<file path="src/rtl/div_pre_legalize.sv">
module div_pre_legalize #(
  parameter int unsigned W = 8
) (
  input  logic [W-1:0] raw,
  output logic [W-2:0] half
);
  // Dropping bit 0 rounds odd values down; zero half maps to the minimum of 1
  always_comb begin
    half = raw[W-1:1];
    if (half == '0) half = {{(W-2){1'b0}}, 1'b1};
  end
endmodule

</file>
<file path="src/rtl/div_stage.sv">
module div_stage #(
  parameter int unsigned W = 8
) (
  input  logic         clk,
  input  logic         rst,
  input  logic         clr,
  input  logic         adv,
  input  logic [W-1:0] limit,
  output logic         wrap
);
  logic [W-1:0] cnt;

  assign wrap = adv && (cnt == limit);

  always_ff @(posedge clk) begin
    if (rst || clr)
      cnt <= '0;
    else if (adv)
      cnt <= wrap ? '0 : cnt + 1'b1;
  end
endmodule

</file>
<file path="src/rtl/spi_clk_divider.sv">
module spi_clk_divider #(
  parameter int unsigned PRE_W  = 8,
  parameter int unsigned POST_W = 8
) (
  input  logic              clk,
  input  logic              rst,
  input  logic              en,
  input  logic [PRE_W-1:0]  pre_field,
  input  logic [POST_W-1:0] post_field,
  output logic              tick,
  output logic              sclk
);
  localparam int unsigned HALF_W = PRE_W - 1;

  logic [HALF_W-1:0] pre_half;
  logic [HALF_W-1:0] pre_limit;
  logic              pre_wrap;
  logic              post_wrap;

  div_pre_legalize #(.W(PRE_W)) u_legal (
    .raw  (pre_field),
    .half (pre_half)
  );

  assign pre_limit = pre_half - 1'b1;

  // First stage: wraps every P/2 enabled cycles
  div_stage #(.W(HALF_W)) u_pre (
    .clk   (clk),
    .rst   (rst),
    .clr   (!en),
    .adv   (en),
    .limit (pre_limit),
    .wrap  (pre_wrap)
  );

  // Second stage: wraps after 1 + post first-stage wraps
  div_stage #(.W(POST_W)) u_post (
    .clk   (clk),
    .rst   (rst),
    .clr   (!en),
    .adv   (pre_wrap),
    .limit (post_field),
    .wrap  (post_wrap)
  );

  always_ff @(posedge clk) begin
    if (rst || !en) begin
      tick <= 1'b0;
      sclk <= 1'b0;
    end else begin
      tick <= post_wrap;
      sclk <= sclk ^ post_wrap;
    end
  end
endmodule

</file>
<file path="config.mk">
export PLATFORM = sky130hd
export DESIGN_NAME = spi_clk_divider
export DESIGN_NICKNAME = d
export VERILOG_FILES = /design/src/rtl/div_pre_legalize.sv /design/src/rtl/div_stage.sv /design/src/rtl/spi_clk_divider.sv
export SDC_FILE = /design/constraint.sdc
export NUM_CORES = 1
export LEC_CHECK = 0
export BUFFER_PORTS_ARGS = -buffer_cell sky130_fd_sc_hd__buf_2
export CORE_MARGIN = 8
export CORE_UTILIZATION = 54
export CTS_CLUSTER_DIAMETER = 40
export DETAILED_ROUTE_END_ITERATION = 12
export PLACE_DENSITY = 0.84
export SLEW_MARGIN = 15
export SYNTH_ARGS = -nofsm -noshare
export SYNTH_HDL_FRONTEND = slang
export SYNTH_SLANG_ARGS = --single-unit
</file>
<file path="constraint.sdc">
create_clock -name clk -period 3.85 [get_ports clk]
set_clock_uncertainty 0.15 [all_clocks]
set_input_delay 0.1925 -clock clk [delete_from_list [all_inputs] [get_ports clk]]
set_output_delay 0.1925 -clock clk [all_outputs]
set_load 0.005 [all_outputs]
</file>
-- Yosys cells after proc, flatten, opt, wreduce, memory -nomap -nowiden
Cells that the tools add are included.
- output and inout port bits: 2
- word-level logic and storage cells: 18
- bits in registers: 17
- input bits: 19
- reductions and logical operators: 5
- add/sub/neg operators: 3
- mux-type cells: 3
- bitwise logic cells: 1
- eq/ne operators: 2
- operator list (cell ; count):
    $mux 7 ; 2
    $add 8x1->8 const B ; 1
    $eq 8x8->1 ; 1
    $mux 8 ; 1
    $add 7x1->7 const B ; 1
    $eq 7x7->1 ; 1
    $logic_not 7->1 ; 1
    $sub 7x1->7 const B ; 1
    $logic_and 1x1->1 ; 2
    $logic_not 1->1 ; 1
    $logic_or 1x1->1 ; 1
    $xor 1x1->1 ; 1

-- Longest topological paths before layout
- depth in word-level cells: 7
- mapped depth: 11
- mapped depth without buffers: 10

-- Cells and area by module
Synthesis repeated with hierarchy kept, for this count alone.
- cells, all modules: 127
- area, all modules: 1072.3 µm²
- modules (own cells, without submodules) (module ; cells an instance ; seq. area each (µm²) ; instances ; area an instance (µm²)):
    div_stage (u_post) ; 51 ; 160.2 ; 1 ; 460.4
    div_stage (u_pre) ; 46 ; 140.1 ; 1 ; 404.1
    spi_clk_divider ; 21 ; 40.0 ; 1 ; 167.7
    div_pre_legalize ; 9 ; 0.0 ; 1 ; 40.0

-- Worst setup path after synthesis
Ideal clock, no wire load.
- path kind: input-to-reg
- from: in pre_field[2]
- to: reg u_post.cnt[1]
- path buffers: 1
- library setup time: 0.072 ns
- data required time: 3.628 ns
- data arrival time: 2.682 ns
- slack: 0.946 ns
- cell stages on the path: 11
- path through: or4_4 > nor2b_1 > nor2_1 > ha_1 > nor3b_2 > xor2_1 > or3_1 > a311oi_4 > and2_1 > buf_6 > mux2i_1
- longest elaborated chain between the ends: 7
- RTL lines (element ; RTL line ; source):
    from (decl) ; spi_clk_divider.sv:8 ; input logic [PRE_W-1:0] pre_field,
    $logic_not 7->1 ; div_pre_legalize.sv:10 ; if (half == '0) half = {{(W-2){1'b0}}, 1'b1};
    $mux 7 * ; div_pre_legalize.sv:10 ;
    $sub 7x1->7 * ; spi_clk_divider.sv:25 ; assign pre_limit = pre_half - 1'b1;
    $eq 7x7->1 * ; div_stage.sv:13 ; assign wrap = adv && (cnt == limit);
    $logic_and 1x1->1 * ; div_stage.sv:13 ;
    $logic_and 1x1->1 ; div_stage.sv:13 ;
    $mux 8 ; div_stage.sv:19 ; cnt <= wrap ? '0 : cnt + 1'b1;
    to (signal assigned) ; div_stage.sv:19 ;
    to (decl) ; div_stage.sv:11 ; logic [W-1:0] cnt;
Mark *: on every way between the ends. The rest lies on a longest branch, timed or not.
A chain may end at the register's enable or synchronous reset.

-- Worst setup path after layout
- from: in pre_field[2]
- to: reg tick
- longest elaborated chain between the ends: 6
- RTL lines (element ; RTL line ; source):
    $logic_not 7->1 ; div_pre_legalize.sv:10 ;
    $mux 7 * ; div_pre_legalize.sv:10 ;
    $sub 7x1->7 * ; spi_clk_divider.sv:25 ;
    $eq 7x7->1 * ; div_stage.sv:13 ;
    $logic_and 1x1->1 * (2 in series) ; div_stage.sv:13 ;
    to (signal assigned) ; spi_clk_divider.sv:52 ; tick <= post_wrap;
    to (decl) ; spi_clk_divider.sv:10 ; output logic tick,
Marked as above.

==> flow_summary.toml <==
[status]
outcome = "finished clean"

[routing]
via_count = 986
vias_per_cell = 5.87
wl_per_cell_um = 15.0
antenna_left = 0
drtIter0Drc = 21
wirelength_um = 2510
drtPass1Iterations = 4
route.detailed.drc = 0

[grt]
antenna_found_initial = 0
grt_pass1_vias = 996
grt_pass1_wl_um = 4370
groute.usage.overall_pct = 15.2
grt_max_degree = 16
overflow = 0

[timing]
finalCriticalPeriod_ps = 3110
hold_violations = 0
relSlewSlack_pct = 56.9
max_slew.worst_pin.slew_ps = 646
max_freq_ghz = 0.322
rsz0062_at_grt = "no"
finalSetupViolations = 0
setup_tns_ps = 0
setup_slack_ps = 741
holdWs_ps = 162
final-max-slew-violation-count = 0
period_share_pct = 80.8

[critical_path]
reg2reg_depth = 6
path_class = "in2reg"
arrival_ps = 3200
regToRegEndpoint = "tick$_SDFF_PP0_"
path_max_fanout = 10
cp-end-kind = "flip-flop"
worst_ep_required_time_ps = 3940
reg2reg_slack_ps = 1450
reg2reg_from = "u_pre.cnt[5]$_SDFFE_PP0P_"
critPathLaunchType = "input port"

[synth]
synthesis.area_um2 = 1110
yosysSeqAreaShare_pct = 30.5
synth_cells = 122
synth_top_area_share_pct = 30.5
ys_top_cells_by_area = "dfxtp_1 31%, xor2_1 13%, a32o_1 5.4%"
synthArstFlopShare_pct = 0
synth_fp_nets = 144
synth_edf_count = 0
avgSynthCellArea_um2 = 9.14
yosys_most_used_dff = "dfxtp_1"
yosysWarnings = 0
ys_ff_latch = 17
yosysTopAreaCell = "dfxtp_1"
synth.distinct_cells = 36

[cts]
htreeDepth = 1
clockBufferDepth = 2
cts_buffers = 3
hold_buffers = 0
post_cts_buffers = 0
clkTransAtPathRegs_ps = 100
clk_latency_ps = 300
cts_tree = "yes"
cts.sinks = 17
root_buffer = "clkbuf_4"
cts_resized = 0

[job]
drv_cap = 0

[floorplan]
die_y_um = 61.4
die-area_um2 = 3770
fp-row-count = 16
io_pins = 21
chipWidth_um = 61.4
core_area_um2 = 1960
initial_utilization_pct = 56.8

[finish]
fin_util_pct = 63.5
area_growth_pct = 11.7
nets = 164
antenna_cells = 0
drive_gt1_share_pct = 20.6

[worst_hold_path]
min_path_cells = 4
min_to = "u_post.cnt[1]$_SDFFE_PP0N_"
hold_class = "in2reg"
min_from = "rst"

[placement]
portBuffers = 19
place_ws_ps = 494
hpwl_um = 1910
gp_congestion = 0.831

[power_and_ir_drop]
powerDensity_nw_per_um2 = 256
p_leak_nw = 0.508
ir_worst_vdd_mv = 0.192
[layer usage]
layer	share of wire, %	up-vias	routed length, um	global-route usage (%)
li1	-	490	-	-
met1	42	467	1050	16.7
met2	51	24	1280	27.2
met3	5.4	5	136	3.34
met4	1.6	0	40	6.82
met5	0	-	0	0
[stage by stage]
step / cell area (um2) / total power, mW / instances
after floorplan: 1110 / 0.208 / 122
after global placement: 1220 / 0.223 / 164
after detailed placement: 1220 / 0.225 / 164
after CTS: 1240 / 0.322 / 168
after global routing: 1240 / 0.339 / 168
final: 1240 / 0.318 / 168
[layout by cell type, fill, tap and decap left out, types with 4 or more instances in the layout]
master	Yosys	final
buf_2	0	19
nand4_1	4	4
a32o_1	6	6
dfxtp_1	17	17
xor2_1	16	16
nor3b_1	6	6
xnor2_1	4	4
o211ai_1	4	4
nor2_1	5	5
nand2_1	7	7
nor3_1	9	9
nand3_1	6	6
and3_1	5	5
[final cells by class]
| class | count | area (um2) |
|---|---|---|
| clock inverter | 1 | 5.00 |
| clock buffer | 3 | 22.5 |
| timing repair buffer | 19 | 95.1 |
| fill | 177 | 717 |
| multi-input combinational | 98 | 737 |
| sequential | 17 | 340 |
| inverter | 3 | 11.3 |
| tap | 27 | 33.8 |
[how the worst max path moves through the flow]
stage                       startpoint                         end  slack (ps)  cells after the start
after floorplan           pre_field[2]  u_post.cnt[1]$_SDFFE_PP0N_         950                     11
after global placement    pre_field[3]  u_post.cnt[1]$_SDFFE_PP0N_         540                     11
after detailed placement  pre_field[3]  u_post.cnt[1]$_SDFFE_PP0N_         490                     11
after CTS                 pre_field[3]             tick$_SDFF_PP0_         770                     11
after global routing      pre_field[2]  u_post.cnt[1]$_SDFFE_PP0N_         600                     11
final                     pre_field[2]             tick$_SDFF_PP0_         740                     11
[critical path, cell delays in order]
cell and delay, ps:
buf_2 110, or4_4 540, nor2b_1 130, nor2_1 100
ha_1 240, nor3b_2 190, xor2_1 140, or3_1 370
a311oi_4 510, and2_1 450, and3_1 230
[kinds of logic (layout without fill, tap and decap cells)]
| group | count (synthesis) | in the layout | share of synthesized area [%] |
|---|---|---|---|
| simple gates | 55 | 55 | 28.8 |
| xor+xnor | 20 | 20 | 15.7 |
| compound gates | 18 | 18 | 16.4 |
| flops | 17 | 17 | 30.5 |
| buf+inv | 7 | 26 | 3.37 |
| fa+ha+maj | 3 | 3 | 3.37 |
| mux | 2 | 2 | 1.80 |
[sequential cells by signal (all words and copies together), names as in the netlist]
signal      flops
sclk            1
u_pre.cnt       7
u_post.cnt      8
tick            1
[cells in the mapped netlist (3+ instances only)]
cell type,n
dfxtp_1,17
xor2_1,16
nor3_1,9
nand2_1,7
a32o_1,6
nand3_1,6
nor3b_1,6
and3_1,5
nor2_1,5
nand4_1,4
o211ai_1,4
xnor2_1,4
ha_1,3
inv_1,3
nor2b_1,3
[power by group]
group          internal (mW)  switching [mW]
Sequential             0.177         0.00187
Clock                 0.0387          0.0582
Combinational         0.0184          0.0242
No activity file was read; power rests on OpenSTA's default activity.
